`src/rtl/ifd_pkg.sv`:
```
package ifd_pkg;

   // Per-entry flags kept alongside each queued instruction
   typedef struct packed {
      logic sync_abt;   // synchronous fetch abort, deferred
      logic async_abt;  // asynchronous fetch abort, already reported
      logic dbg_evt;    // breakpoint / vector catch / breakpoint instruction
   } ifd_tag_t;

   // A flag that must turn into a prefetch-abort exception at the head
   function automatic logic ifd_raises(input ifd_tag_t t);
      return t.sync_abt | t.dbg_evt;
   endfunction

   // Build the entry flags from one fetch response
   function automatic ifd_tag_t ifd_make_tag(input logic abort, input logic async_t,
                                             input logic dbg);
      ifd_tag_t t;
      t.sync_abt  = abort & ~async_t;
      t.async_abt = abort & async_t;
      t.dbg_evt   = dbg;
      return t;
   endfunction

endpackage

```
`src/rtl/ifd_queue.sv`:
```
module ifd_queue
   import ifd_pkg::*;
#(
   parameter int AW    = 32,
   parameter int DEPTH = 4
) (
   input  logic          clk,
   input  logic          rst_n,
   input  logic          clear,
   input  logic          push,
   input  logic [AW-1:0] push_addr,
   input  ifd_tag_t      push_tag,
   input  logic          pop,
   output logic          head_valid,
   output logic [AW-1:0] head_addr,
   output ifd_tag_t      head_tag,
   output logic          full
);

   localparam int PW = (DEPTH > 1) ? $clog2(DEPTH) : 1;
   localparam int CW = PW + 1;

   generate
      if (DEPTH < 2 || (DEPTH & (DEPTH - 1)) != 0) begin : g_bad_depth
         $error("ifd_queue: DEPTH must be a power of two of at least 2");
      end
   endgenerate

   logic [AW-1:0] addr_mem [DEPTH];
   ifd_tag_t      tag_mem  [DEPTH];
   logic [PW-1:0] wr_ptr, rd_ptr;
   logic [CW-1:0] count;

   logic do_push, do_pop;
   assign do_push = push & ~full & ~clear;
   assign do_pop  = pop & head_valid & ~clear;

   assign head_valid = (count != '0);
   assign full       = (count == CW'(DEPTH));
   assign head_addr  = addr_mem[rd_ptr];
   assign head_tag   = tag_mem[rd_ptr];

   // One storage slot per generate iteration
   generate
      for (genvar s = 0; s < DEPTH; s++) begin : g_slot
         always_ff @(posedge clk or negedge rst_n) begin
            if (!rst_n) begin
               addr_mem[s] <= '0;
               tag_mem[s]  <= '0;
            end else if (do_push && wr_ptr == PW'(s)) begin
               addr_mem[s] <= push_addr;
               tag_mem[s]  <= push_tag;
            end
         end
      end
   endgenerate

   always_ff @(posedge clk or negedge rst_n) begin
      if (!rst_n) begin
         wr_ptr <= '0;
         rd_ptr <= '0;
         count  <= '0;
      end else if (clear) begin
         wr_ptr <= '0;
         rd_ptr <= '0;
         count  <= '0;
      end else begin
         if (do_push) wr_ptr <= wr_ptr + PW'(1);
         if (do_pop)  rd_ptr <= rd_ptr + PW'(1);
         case ({do_push, do_pop})
            2'b10:   count <= count + CW'(1);
            2'b01:   count <= count - CW'(1);
            default: count <= count;
         endcase
      end
   end

endmodule

```
`src/rtl/ifd_link_calc.sv`:
```
module ifd_link_calc #(
   parameter int AW         = 32,
   parameter int COMPACT_PC = 4,  // PC view offset in compact state
   parameter int WIDE_PC    = 8   // PC view offset in wide state
) (
   input  logic [AW-1:0] inst_addr,
   input  logic          compact,
   output logic [AW-1:0] link
);

   localparam int COMPACT_ADJ = COMPACT_PC - 4;
   localparam int WIDE_ADJ    = WIDE_PC - 4;

   generate
      if (COMPACT_ADJ < 0 || WIDE_ADJ < 0) begin : g_bad_off
         $error("ifd_link_calc: PC view offsets must be at least 4");
      end
   endgenerate

   logic [AW-1:0] pc_view;

   // The PC the instruction would observe, then the per-state correction
   always_comb begin
      pc_view = inst_addr + (compact ? AW'(COMPACT_PC) : AW'(WIDE_PC));
      link    = pc_view - (compact ? AW'(COMPACT_ADJ) : AW'(WIDE_ADJ));
   end

endmodule

```
`src/rtl/ifd_exc_ctrl.sv`:
```
module ifd_exc_ctrl #(
   parameter int AW = 32,
   parameter int SW = 32
) (
   input  logic          clk,
   input  logic          rst_n,
   input  logic          head_flagged,
   input  logic          flush,
   input  logic          ack,
   input  logic [SW-1:0] cur_status,
   input  logic [AW-1:0] link_in,
   output logic          take,
   output logic          pending,
   output logic [SW-1:0] saved_status,
   output logic [AW-1:0] link_addr
);

   // Entry happens only when nothing is outstanding and no flush cancels it
   assign take = head_flagged & ~pending & ~flush;

   always_ff @(posedge clk or negedge rst_n) begin
      if (!rst_n) begin
         pending      <= 1'b0;
         saved_status <= '0;
         link_addr    <= '0;
      end else if (take) begin
         pending      <= 1'b1;
         saved_status <= cur_status;
         link_addr    <= link_in;
      end else if (pending && ack) begin
         pending      <= 1'b0;
      end
   end

endmodule

```
`src/rtl/ifetch_abort_defer.sv`:
```
module ifetch_abort_defer
   import ifd_pkg::*;
#(
   parameter int AW    = 32,
   parameter int SW    = 32,
   parameter int DEPTH = 4,
   parameter int TBIT  = 5
) (
   input  logic          clk,
   input  logic          rst_n,
   input  logic          fq_valid,
   output logic          fq_ready,
   input  logic [AW-1:0] fq_addr,
   input  logic          fq_abort,
   input  logic          fq_async,
   input  logic          fq_dbg,
   input  logic          flush,
   output logic          ex_valid,
   output logic [AW-1:0] ex_addr,
   input  logic          ex_ready,
   input  logic [SW-1:0] cur_status,
   output logic          pabt_req,
   input  logic          pabt_ack,
   output logic [SW-1:0] saved_status,
   output logic [AW-1:0] link_addr,
   output logic          dabt_req
);

   generate
      if (TBIT >= SW) begin : g_bad_tbit
         $error("ifetch_abort_defer: TBIT outside status word");
      end
      if (AW < 4) begin : g_bad_aw
         $error("ifetch_abort_defer: AW too small");
      end
   endgenerate

   logic          head_valid, q_full, pend, take, head_flagged, push, pop;
   logic [AW-1:0] head_addr, link_calc;
   ifd_tag_t      head_tag;
   logic          dabt_q;

   assign fq_ready     = ~q_full & ~pend;
   assign push         = fq_valid & fq_ready & ~flush;
   assign head_flagged = head_valid & ifd_raises(head_tag);
   assign ex_valid     = head_valid & ~ifd_raises(head_tag) & ~pend & ~flush;
   assign ex_addr      = head_addr;
   assign pop          = ex_valid & ex_ready;
   assign pabt_req     = pend;
   assign dabt_req     = dabt_q;

   ifd_queue #(.AW(AW), .DEPTH(DEPTH)) queue_i (
      .clk        (clk),
      .rst_n      (rst_n),
      .clear      (flush | take),
      .push       (push),
      .push_addr  (fq_addr),
      .push_tag   (ifd_make_tag(fq_abort, fq_async, fq_dbg)),
      .pop        (pop),
      .head_valid (head_valid),
      .head_addr  (head_addr),
      .head_tag   (head_tag),
      .full       (q_full)
   );

   ifd_link_calc #(.AW(AW)) link_i (
      .inst_addr (head_addr),
      .compact   (cur_status[TBIT]),
      .link      (link_calc)
   );

   ifd_exc_ctrl #(.AW(AW), .SW(SW)) exc_i (
      .clk          (clk),
      .rst_n        (rst_n),
      .head_flagged (head_flagged),
      .flush        (flush),
      .ack          (pabt_ack),
      .cur_status   (cur_status),
      .link_in      (link_calc),
      .take         (take),
      .pending      (pend),
      .saved_status (saved_status),
      .link_addr    (link_addr)
   );

   // Asynchronous fetch aborts are reported at once on the data-abort path
   always_ff @(posedge clk or negedge rst_n) begin
      if (!rst_n) dabt_q <= 1'b0;
      else        dabt_q <= push & fq_abort & fq_async;
   end

endmodule

```
`config.mk`:
```
export PLATFORM = sky130hd
export DESIGN_NAME = ifetch_abort_defer
export DESIGN_NICKNAME = d
export VERILOG_FILES = /design/src/rtl/ifd_pkg.sv /design/src/rtl/ifd_queue.sv /design/src/rtl/ifd_link_calc.sv /design/src/rtl/ifd_exc_ctrl.sv /design/src/rtl/ifetch_abort_defer.sv
export SDC_FILE = /design/constraint.sdc
export NUM_CORES = 1
export LEC_CHECK = 0
export BUFFER_PORTS_ARGS = -buffer_cell sky130_fd_sc_hd__buf_4
export CAP_MARGIN = 0
export CORE_AREA = 2 2 177 179
export CTS_BUF_LIST = sky130_fd_sc_hd__clkbuf_16
export DETAILED_ROUTE_END_ITERATION = 16
export DIE_AREA = 0 0 179 181
export PLACE_DENSITY_LB_ADDON = 0.1
export SLEW_MARGIN = 25
export SYNTH_ARGS = -nofsm -noshare
export SYNTH_HDL_FRONTEND = slang
export SYNTH_SLANG_ARGS = --single-unit
```
`constraint.sdc`:
```
create_clock -name clk -period 12.2 [get_ports clk]
set_input_delay 0.61 -clock clk [delete_from_list [all_inputs] [get_ports clk]]
set_output_delay 0.61 -clock clk [all_outputs]
set_load 0.05 [all_outputs]
```
== Word-level counts from Yosys, hierarchy flattened ==
Cells that the tools add are included.
Word-level totals
  bits in registers: 213
  output and inout port bits: 100
  input bits: 73
  word-level logic and storage cells: 90
Cells by class
  reduce and logical (&&, ||, !) cells: 11
  multiplexer cells: 16
  order comparisons: 1
  equal/unequal tests: 6
  bitwise operators: 27
  add/subtract/negate cells: 6
Operators with widths (count)
  binary-select mux 32 bit (select 2 bit): 1
  two-way mux 32 bit: 2
  adder 32 bit: 1
  subtractor 32 bit: 1
  bitwise AND 1 bit: 18
  two-way mux 3 bit: 4
  two-way mux 2 bit: 4
  binary-select mux 3 bit (select 2 bit): 1
  equality test 2 bit, second input constant: 3
  NOT 1 bit: 6
  case mux 3 bit (2 select lines): 1
  nonzero test 2 bit: 3
  nonzero test 3 bit: 2
  logical AND 1 bit: 5
  adder 2 x 1 -> 2 bit, second input constant: 2
  equality test 2 x 1 -> 1 bit, second input constant: 2
  two-way mux 4 bit: 1
  adder 3 x 1 -> 3 bit, second input constant: 1
  equality test 3 bit, second input constant: 1
  >= comparator 3 bit, second input constant: 1
  NOT 2 -> 3 bit: 1
  subtractor 3 x 1 -> 3 bit, second input constant: 1
  logical NOT 2 bit: 1
  two-way mux 1 bit: 2
  bitwise OR 1 bit: 2

== Depth between registers and ports, before layout ==
Gate-level depths: netlist of run 1.
  depth in word-level cells: 15
  depth in mapped cells: 15
  gate-level depth less buffers: 13

== Cells and area by module ==
Synthesis of run 1 repeated with hierarchy kept, for this count alone.
Second synthesis, totals
  cell total of the unflattened synthesis: 786
  area total of the unflattened synthesis: 10925.5 µm²
By module, submodules not included
  ifd_queue: area each 6651.4 µm², times used 1, cells each 398, seq. area each 3678.5 µm²
  ifd_exc_ctrl: area each 2433.6 µm², times used 1, cells each 139, seq. area each 1626.6 µm²
  ifd_link_calc: area each 1729.2 µm², times used 1, cells each 238, seq. area each 0.0 µm²
  ifetch_abort_defer: area each 111.4 µm², times used 1, cells each 11, seq. area each 25.0 µm²

== Worst setup path before layout of run 1 ==
No wires, ideal clock.
  path type: flip-flop to flip-flop
  start point: reg queue_i.rd_ptr[0]
  end point: reg exc_i.link_addr[29]
  arrival: 4.152 ns
  period minus slack after synthesis: 4.284 ns
  library setup time: 0.132 ns
  slack: 7.916 ns
  path buffers: 3
  stages on the path, launching flop included: 14
  required time: 12.068 ns
  path through: dfrtp_1 > buf_6 > buf_1 > buf_2 > mux4_2 > ha_1 > a21oi_1 > o21ai_1 > a2111oi_0 > a211oi_1 > o31a_1 > a311oi_1 > xnor2_1 > o21ai_1
Between the ends
  elaborated cells between the ends (all ways): 13
  classes of those cells: add/sub: 2; mux: 6; bitwise: 5
RTL lines
  from (decl): RTL line ifd_queue.sv:31  | logic [PW-1:0] wr_ptr, rd_ptr;
  from (signal assigned): RTL line ifd_queue.sv:69  | if (do_pop) rd_ptr <= rd_ptr + PW'(1);
  NOT 2 -> 3 bit (not written as such): RTL line ifd_queue.sv:40  | assign head_addr = addr_mem[rd_ptr];
  binary-select mux 32 bit (select 2 bit): RTL line ifd_queue.sv:40
  two-way mux 32 bit (not written as such) (2 in series): RTL line ifd_queue.sv:40
  net ex_addr[19]: RTL line ifetch_abort_defer.sv:19  | output logic [AW-1:0] ex_addr,
  adder 32 bit: RTL line ifd_link_calc.sv:24  | pc_view = inst_addr + (compact ? AW'(COMPACT_PC) : AW'(WIDE_PC));
  subtractor 32 bit: RTL line ifd_link_calc.sv:25  | link = pc_view - (compact ? AW'(COMPACT_ADJ) : AW'(WIDE_ADJ));
  to (signal assigned): RTL line ifd_exc_ctrl.sv:29  | link_addr <= link_in;
  to (decl): RTL line ifd_exc_ctrl.sv:15  | output logic [AW-1:0] link_addr
The timed path passes the listed nets, and every way through them passes these cells. The select of a mux whose other input is x is not followed.
A chain may end at the register's enable or synchronous reset.

== Final worst setup path of run 1 ==
  start point: reg queue_i.rd_ptr[0]
  end point: reg exc_i.link_addr[21]
Between the ends
  cells in the longest elaborated chain, start to end: 8
  elaborated cells between the ends (all ways): 13
  classes of those cells: add/sub: 2; mux: 6; bitwise: 5
Ends and longest elaborated chain (RTL line)
  NOT 2 -> 3 bit (not written as such) *: ifd_queue.sv:40, ifd_queue.sv:41
  parallel branches: the longest is 7 deep, another holds adder 32 bit
Mark *: on every way between the ends. The select of a mux whose other input is x is not followed.

==> impl_metrics.py, run 1 <==
metrics = {
    "global_route": {
        "grt_pass1_wl_um": 41700,
        "overflow": 0,
        "grt_max_degree": 95,
        "grt_pass1_vias": 7399,
        "grtUsageTotal": 0.162,
        "antenna_found_initial": 1,
    },
    "setup_path": {
        "r2r-end": "exc_i.link_addr[21]$_DFFE_PN0P_",
        "cp_max_fo": 20,
        "start_kind": "flop",
        "cp_slowest_cell": "dfrtp_2",
        "cp_cell_sequence": "buf_4, mux4_2, inv_1, ha_1, inv_1, ha_1, and2_1, nand3_2, a31oi_4, nor2_1, o41ai_2, a41oi_1, xnor2_1, o21ai_1",
        "r2r_cells": 14,
        "crit_type": "flop to flop",
        "arrival_ns": 4.75,
        "worst_path_largest_cell_delay_ns": 0.74,
        "r2r_slack_ns": 7.81,
        "worst-path-buf-inv": 3,
        "cp_top_family": "compound AO/OA/AOI/OAI gates",
        "worstSetupEndpointType": "flop",
        "required_ns": 12.57,
        "worstReg2RegStart": "queue_i.rd_ptr[0]$_DFFE_PN0P_",
    },
    "yosys": {
        "ys_seq_elements": 209,
        "avgSynthCellArea_um2": 11.7,
        "synth-edff-count": 0,
        "synth.distinct_cells": 65,
        "seq_area_frac_synth": 0.496,
        "async_reset_ff_frac": 1.00,
        "synth_area_um2": 10500,
        "synth.net_count": 1013,
        "synthCells": 904,
        "yosysWarnings": 0,
        "synth_top_flop_cell": "dfrtp_1",
    },
    "clock_tree": {
        "htreeDepth": 1,
        "cts_made_buffers": 25,
        "post_cts_resized": 0,
        "ctsHoldBuffers": 0,
        "cts_sinks": 209,
        "post-cts-setup-buffers": 0,
        "cts_tree": "done",
        "clkTransAtPathRegs_ns": 0.06,
        "clk_latency_ns": 0.52,
        "root_buffer": "clkbuf_16",
        "cts_buffer_depth": 3,
    },
    "detailed_routing": {
        "wirelength_um": 26400,
        "drtAntennaViolNets": 0,
        "route.detailed.drc": 0,
        "vias": 7309,
        "drt_iter0_drc": 270,
        "maxUsedRoutingLayer": "met5",
        "wl_met1_um": 13000,
        "viasPerCell": 4.94,
        "drt_first_pass_iters": 4,
        "met3_length_um": 1470,
        "wire_per_inst_um": 17.8,
        "routed-wl-met2_um": 11500,
    },
    "timing": {
        "hold_viol": 0,
        "setup_viol": 0,
        "hold-worst-slack_ns": 0.104,
        "fin_skew_ns": 0.00641,
        "layout_min_cycle_time_ns": 4.39,
        "fin_crit_sh": 0.360,
        "setup_tns_ns": 0,
        "max-slew-margin-rel": 0.361,
        "rsz0062_at_grt": "false",
        "worstMarginPinSlew_ns": 0.958,
        "max_freq_mhz": 228,
        "drv_slew": 0,
    },
    "cells_and_area": {
        "layout-drive-gt1-share": 0.354,
        "final_nets": 1174,
        "num-fill-cells": 2931,
        "diodes": 0,
        "area_delta_synth_final_pct": 22.9,
        "layout_common_cells": "208 x dfrtp_1, 181 x buf_4, 161 x nand2_1, 120 x mux2_2, 51 x inv_1",
        "finalNonFillerCells": 1480,
        "layout_commonest_cell": "dfrtp_1",
    },
    "floorplanning": {
        "placementRows": 64,
        "die-area_um2": 32400,
        "io_pins": 173,
        "coreArea_um2": 30300,
        "start_util": 0.347,
        "die_h_um": 181,
        "die_w_um": 179,
    },
    "min_path": {
        "min_path_type": "input pin to async pin",
    },
    "place": {
        "dpl.hpwl_um": 18400,
        "port_buffers": 172,
        "place_inst": 1434,
        "routabilityCongestion": 0.806,
    },
    "run_status": {
        "status": "finished, final reports clean",
    },
    "job": {
        "drv_cap": 0,
    },
}
-- sequential cells by signal, indices dropped and copies added (netlist names) --
name                cells
exc_i.saved_status     32
queue_i.count           3
queue_i.rd_ptr          2
queue_i.wr_ptr          2
dabt_req                1
exc_i.link_addr        32
queue_i.tag_mem         8
exc_i.pending           1
queue_i.addr_mem      128
-- per-stage QoR --
| step | setup slack (ns) | util | cell area (um^2) |
|---|---|---|---|
| global placement | 7.75 | 0.402 | 12200 |
| global route | 7.42 | 0.427 | 13000 |
| CTS | 7.72 | 0.427 | 13000 |
| finish | 7.81 | 0.427 | 13000 |
| floorplan | 7.92 | - | 10500 |
| detailed placement | 7.73 | 0.402 | 12200 |
-- kinds of logic (layout without fill, tap and decap cells) --
logic type,Yosys count,count (layout),share of synthesized area
multiplexers,166,166,0.212
flip-flops,209,209,0.496
XOR/XNOR,32,32,0.0266
adder cells (fa/ha/maj),36,36,0.0434
AND/OR/NAND/NOR,235,235,0.0967
AO/OA/AOI/OAI,136,136,0.0892
buffers and inverters,90,270,0.0356
-- worst max-delay path by stage --
stage | from | to | slack [ns] | cells past startpoint
final | queue_i.rd_ptr[0]$_DFFE_PN0P_ | exc_i.link_addr[21]$_DFFE_PN0P_ | 7.81 | 14
after global routing | queue_i.rd_ptr[0]$_DFFE_PN0P_ | exc_i.link_addr[21]$_DFFE_PN0P_ | 7.42 | 14
after CTS | queue_i.rd_ptr[0]$_DFFE_PN0P_ | exc_i.link_addr[21]$_DFFE_PN0P_ | 7.72 | 14
after detailed placement | queue_i.rd_ptr[0]$_DFFE_PN0P_ | exc_i.link_addr[21]$_DFFE_PN0P_ | 7.73 | 14
after global placement | queue_i.rd_ptr[0]$_DFFE_PN0P_ | exc_i.link_addr[21]$_DFFE_PN0P_ | 7.75 | 14
after floorplan | queue_i.rd_ptr[0]$_DFFE_PN0P_ | exc_i.link_addr[29]$_DFFE_PN0P_ | 7.92 | 13
-- cell usage after synthesis, types with 3 or more instances --
master	n	area (um^2)
ha_1	35	438
o21ai_1	15	75.1
inv_1	42	158
a21o_1	15	113
buf_2	11	55.1
xnor2_1	16	140
o21ai_0	26	130
and2_1	6	37.5
a41oi_1	3	26.3
a21oi_1	33	165
buf_1	5	18.8
o31ai_1	4	30.0
o211ai_1	5	37.5
a211oi_1	5	37.5
and3_1	7	43.8
nor2_1	26	97.6
dfrtp_1	209	5230
nand4_1	5	31.3
nand2_1	161	604
nor3_1	6	30.0
xor2_1	16	140
mux4_2	32	721
clkbuf_1	27	101
mux2_2	120	1350
mux2_1	12	135
nand3_1	11	55.1
-- final cells by class --
class	instances	area, um^2	area share
sequential	209	5230	0.404
multi-input combinational	605	4950	0.382
timing repair buffer	182	1370	0.106
clock buffer	25	626	0.0483
tap	396	495	0.0382
inverter	42	158	0.0122
clock inverter	21	123	0.00946
-- metal layers --
metal	vias up	track usage
met5	-	0
met1	3578	0.237
met3	34	0.0278
met2	176	0.252
met4	2	0.0325
li1	3519	-
Power of run 1 is not shown: default switching activity piles up to over one toggle a cycle in this logic, so the estimate is an artifact.
==> inputs of run 2 (changes only) <==
Clock period 12.2 ns to 4.4 ns, I/O delays scaled along.
==> run 2 against run 1 <==
Compared with the run above: maximum frequency grew 21%; sequential cell count is the same; via count grew 4.3%; sequential share of layout area shrank 2.4 points; setup slack lost 7.0 ns; highest routed layer is now met4; critical endpoint is now exc_i.link_addr[25]$_DFFE_PN0P_; hold slack gained 0.019 ns.
==> impl_metrics.py, run 2 (synthesis gave the netlist of run 1 again) <==
metrics = {
    "clock_tree": {
        "htreeDepth": 1,
        "clkTransAtPathRegs_ns": 0.06,
        "cts_buffer_depth": 3,
        "cts_sinks": 209,
        "clk_latency_ns": 0.52,
        "root_buffer": "clkbuf_16",
        "cts_made_buffers": 25,
        "post_cts_resized": 0,
        "post-cts-setup-buffers": 0,
        "cts_tree": "done",
    },
    "floorplanning": {
        "die_w_um": 179,
        "coreArea_um2": 30300,
        "die_h_um": 181,
        "placementRows": 64,
        "io_pins": 173,
        "start_util": 0.347,
        "die-area_um2": 32400,
    },
    "timing": {
        "setup_tns_ns": 0,
        "max-slew-margin-rel": 0.356,
        "max_freq_mhz": 277,
        "layout_min_cycle_time_ns": 3.61,
        "worstMarginPinSlew_ns": 0.964,
        "rsz0062_at_grt": "false",
        "setup_ws_ns": 0.786,
        "hold_viol": 0,
        "setup_viol": 0,
        "drv_slew": 0,
        "fin_skew_ns": 0.0195,
        "fin_crit_sh": 0.821,
    },
    "global_route": {
        "grt_max_degree": 86,
        "grt_pass1_vias": 7749,
        "overflow": 0,
        "grtUsageTotal": 0.171,
        "grt_pass1_wl_um": 43600,
        "antenna_found_initial": 0,
    },
    "cells_and_area": {
        "top_regs": "queue_i.addr_mem x128, exc_i.link_addr x32, exc_i.saved_status x32",
        "layout-drive-gt1-share": 0.336,
        "layout_common_cells": "208 x dfrtp_1, 189 x buf_4, 161 x nand2_1, 120 x mux2_2, 71 x dlygate4sd3_1",
        "final_nets": 1255,
        "largest_register_ff_count": 128,
        "layout_commonest_cell": "dfrtp_1",
        "diodes": 0,
        "area_delta_synth_final_pct": 30.6,
        "top_register": "queue_i.addr_mem",
    },
    "setup_path": {
        "arrival_ns": 3.98,
        "start_kind": "flop",
        "worst-path-buf-inv": 2,
        "crit_type": "flop to flop",
        "worst_path_largest_cell_delay_ns": 0.65,
        "cp_slowest_cell": "o41ai_2",
        "required_ns": 4.77,
        "cp_max_fo": 5,
        "cp_cell_sequence": "mux4_2, inv_1, ha_1, inv_1, ha_1, and2_1, nand3_2, a31oi_4, nor2_1, o41ai_2, a41oi_1, xor2_1, o21ai_1",
        "cp_top_family": "compound AO/OA/AOI/OAI gates",
        "worstSetupEndpointType": "flop",
    },
    "detailed_routing": {
        "drt_iter0_drc": 307,
        "vias": 7625,
        "wirelength_um": 27600,
        "drt_first_pass_iters": 7,
        "viasPerCell": 4.89,
        "wire_per_inst_um": 17.7,
        "route.detailed.drc": 0,
        "drtAntennaViolNets": 0,
    },
    "place": {
        "dpl.hpwl_um": 19400,
        "port_buffers": 172,
        "pre_cts_slack_ns": 0.762,
        "routabilityCongestion": 0.832,
    },
    "job": {
        "drv_cap": 0,
    },
    "min_path": {
        "min_path_type": "input pin to flop",
    },
    "power": {
        "ir_drop_mv": 0.356,
        "p_leak_nw": 6.63,
        "powerDensity_nw_per_um2": 896,
    },
    "run_status": {
        "status": "finished, final reports clean",
    },
}
[run 2: cell count changes in the layout (fill, tap and decap cells not counted), moves of 2 or more]
cell and delta:
clkinv_2 -2, clkinv_1 +2, dlygate4sd3_1 +71, buf_4 +8, buf_12 +2
[run 2: stage by stage]
step	instance area, um^2	total power, mW	util	cells	hold WS [ns]
after floorplan	10500	8.46	-	904	-0.0756
after global placement	12300	10.4	0.405	1443	0.329
after detailed placement	12300	10.4	0.406	1444	0.334
after CTS	13800	12.5	0.454	1558	0.0970
after global routing	13800	13.2	0.454	1558	0.128
final	13800	12.3	0.454	1558	0.122
[run 2: per-layer routing]
metal / track usage / vias to the layer above / part of all wire
li1: - / 3663 / -
met1: 0.247 / 3741 / 0.49
met2: 0.270 / 187 / 0.44
met3: 0.0274 / 34 / 0.053
met4: 0.0380 / 0 / 0.018
met5: 0 / - / 0
[run 2: repair_timing]
item,4_1_cts,5_1_grt
endpoints found under the hold margin,248,0
setup endpoints to repair,0,0
hold buffers,71,0
[run 2: worst paths after layout]
| kind | from | to | slack, ns | depth (start not counted) |
|---|---|---|---|---|
| worst max-delay path | queue_i.rd_ptr[0]$_DFFE_PN0P_ | exc_i.link_addr[25]$_DFFE_PN0P_ | 0.79 | 13 |
| worst min-delay path | fq_async | queue_i.tag_mem[2]$_DFFE_PN0P_ | 0.12 | 3 |
| worst max register to register | queue_i.rd_ptr[0]$_DFFE_PN0P_ | exc_i.link_addr[25]$_DFFE_PN0P_ | 0.79 | 13 |
| worst min register to register | exc_i.link_addr[1]$_DFFE_PN0P_ | exc_i.link_addr[1]$_DFFE_PN0P_ | 0.47 | 2 |
| max in group asynchronous | rst_n | exc_i.saved_status[15]$_DFFE_PN0P_ | 3.02 | 3 |
| min in group asynchronous | rst_n | exc_i.saved_status[8]$_DFFE_PN0P_ | 0.31 | 2 |
[run 2: worst register-to-register path, stage by stage (launching register included)]
cell and delay [ns]:
dfrtp_2 0.41, mux4_2 0.60, inv_1 0.12, ha_1 0.15
inv_1 0.04, ha_1 0.35, and2_1 0.18, nand3_2 0.11
a31oi_4 0.26, nor2_1 0.11, o41ai_2 0.65, a41oi_1 0.21
xor2_1 0.21, o21ai_1 0.07
[run 2: cell type report]
class / count / area, um^2
repair buffers: 263 / 2180
clock inverters: 18 / 121
fillers: 2885 / 16600
flip-flops and latches: 209 / 5230
multi-input cells: 605 / 4950
clock buffers: 25 / 626
well taps: 396 / 495
inverters: 42 / 158
[run 2: power breakdown]
group / switching, mW / total, mW / internal (mW)
registers: 0.432 / 3.23 / 2.80
logic: 4.44 / 7.18 / 2.74
clock network: 0.790 / 1.92 / 1.13
Power figures use the tool's default switching activity.
==> inputs of run 3 (changes only) <==
Clock period 4.4 ns to 3.4 ns, I/O delays scaled along.
==> run 3 against run 2 <==
Compared with the run above: final cell count rose by 4.2%; utilization rose by 2.5 points; combinational power rose by 46%; total power rose by 40%; critical path depth fell by 1; largest cell class unchanged; maximum frequency rose by 9.4%; first-iteration DRC count fell by 3.6%; largest power group unchanged; sequential power rose by 29%.
==> impl_metrics.py, run 3 (synthesis gave the netlist of run 1 again) <==
metrics = {
    "run_status": {
        "status": "finished, final reports clean",
    },
    "detailed_routing": {
        "wire_per_inst_um": 17.2,
        "route.detailed.drc": 0,
        "vias": 7837,
        "drt_first_pass_iters": 4,
        "drt_iter0_drc": 296,
        "viasPerCell": 4.83,
        "drtAntennaViolNets": 0,
        "wirelength_um": 28000,
    },
    "floorplanning": {
        "die_h_um": 181,
        "die-area_um2": 32400,
        "start_util": 0.347,
        "coreArea_um2": 30300,
        "io_pins": 173,
        "placementRows": 64,
        "die_w_um": 179,
    },
    "clock_tree": {
        "root_buffer": "clkbuf_16",
        "clkTransAtPathRegs_ns": 0.06,
        "cts_sinks": 209,
        "cts_made_buffers": 25,
        "cts_tree": "done",
        "htreeDepth": 1,
        "clk_latency_ns": 0.52,
        "cts_buffer_depth": 3,
    },
    "global_route": {
        "grt_pass1_vias": 7985,
        "overflow": 0,
        "grt_max_degree": 87,
        "grt_pass1_wl_um": 43800,
        "antenna_found_initial": 1,
        "grtUsageTotal": 0.171,
    },
    "cells_and_area": {
        "post-route-util": 0.479,
        "layout-drive-gt1-share": 0.392,
        "num-fill-cells": 2802,
        "final_nets": 1318,
        "largest_register_ff_count": 128,
        "layout_commonest_cell": "buf_4",
        "top_regs": "queue_i.addr_mem x128, exc_i.link_addr x32, exc_i.saved_status x32",
        "layout_common_cells": "244 x buf_4, 208 x dfrtp_1, 161 x nand2_1, 120 x mux2_2, 71 x dlygate4sd3_1",
        "finalInstanceArea_um2": 14500,
        "area_delta_synth_final_pct": 37.8,
        "top_register": "queue_i.addr_mem",
    },
    "place": {
        "port_buffers": 172,
        "pre_cts_slack_ns": 0.0252,
        "place_area_um2": 12800,
        "dpl.hpwl_um": 19700,
        "routabilityCongestion": 0.812,
    },
    "setup_path": {
        "crit_type": "flop to flop",
        "required_ns": 3.80,
        "cp_max_fo": 6,
        "start_kind": "flop",
        "arrival_ns": 3.71,
        "r2r_cells": 12,
        "worstSetupEndpointType": "flop",
    },
    "timing": {
        "rsz0062_at_grt": "true",
        "setup_tns_ns": 0,
        "max_freq_mhz": 303,
        "setup_viol": 0,
        "fin_crit_sh": 0.972,
        "layout_min_cycle_time_ns": 3.30,
        "fin_skew_ns": 0.0126,
        "worstMarginPinSlew_ns": 0.728,
        "setup_ws_ns": 0.0953,
        "max-slew-margin-rel": 0.515,
        "drv_slew": 0,
        "hold_viol": 0,
    },
    "power": {
        "ir_drop_mv": 0.464,
        "powerDensity_nw_per_um2": 1190,
        "p_leak_nw": 7.01,
    },
    "job": {
        "drv_cap": 0,
    },
    "min_path": {
        "min_path_type": "input pin to flop",
        "hold_depth": 3,
    },
}
[run 3: cell count changes in the layout (fill, tap and decap cells not counted), sizes merged]
cell	previous run	this run
buf	191	254
inv	50	47
bufinv	2	4
clkinv	8	10
diode	0	1
[run 3: what timing repair did]
item	4_1_cts	5_1_grt
resized for setup	0	24
buffers inserted	0	4
setup endpoints to repair	0	15
hold buffers	71	0
hold endpoints to repair	249	0
[run 3: final cells by class]
type | count | area, um^2 | area share
multi-input combinational | 605 | 5070 | 0.349
antenna | 1 | 2.50 | 0.000172
clock buffer | 25 | 626 | 0.0431
tap | 396 | 495 | 0.0341
inverter | 42 | 158 | 0.0109
clock inverter | 19 | 191 | 0.0132
timing repair buffer | 326 | 2750 | 0.189
sequential | 209 | 5230 | 0.360
[run 3: per-stage QoR]
step / std cells / power (mW) / hold slack, ns
6_report: 1623 / 17.3 / 0.0822
2_1_floorplan: 904 / 11.0 / -0.126
3_5_place_dp: 1503 / 14.4 / 0.265
4_1_cts: 1618 / 17.2 / 0.0423
3_3_place_gp: 1503 / 14.3 / 0.264
5_1_grt: 1622 / 18.5 / 0.0911
[run 3: where the power goes]
part,switching (mW),internal [mW]
Combinational,6.07,4.39
Sequential,0.556,3.62
Clock,1.04,1.63
Total,7.67,9.64
[run 3: worst max-delay path, stage by stage (launching register included)]
cell and delay, ns:
dfrtp_2 0.41, buf_6 0.15, buf_4 0.16, mux4_2 0.59, ha_4 0.30, a21oi_1 0.26
o221ai_4 0.18, buf_4 0.17, o41a_4 0.38, a21bo_2 0.23, a21boi_2 0.15, xor2_1 0.16
o21ai_1 0.07
[run 3: worst paths after layout]
path                                                     from                                  to  slack, ns
max                             queue_i.rd_ptr[0]$_DFFE_PN0P_     exc_i.link_addr[24]$_DFFE_PN0P_        0.1
min                                                  fq_async     queue_i.tag_mem[11]$_DFFE_PN0P_       0.08
max reg2reg                     queue_i.rd_ptr[0]$_DFFE_PN0P_     exc_i.link_addr[24]$_DFFE_PN0P_        0.1
min reg2reg                exc_i.saved_status[31]$_DFFE_PN0P_  exc_i.saved_status[31]$_DFFE_PN0P_       0.47
max in group asynchronous                               rst_n    queue_i.addr_mem[53]$_DFFE_PN0P_       2.22
min in group asynchronous                               rst_n  exc_i.saved_status[10]$_DFFE_PN0P_       0.26
[run 3: per-layer routing]
layer  track usage  wire [um]
met1         0.244      13500
met2         0.271      12400
met3        0.0253       1470
met4        0.0439        581
met5             0          0
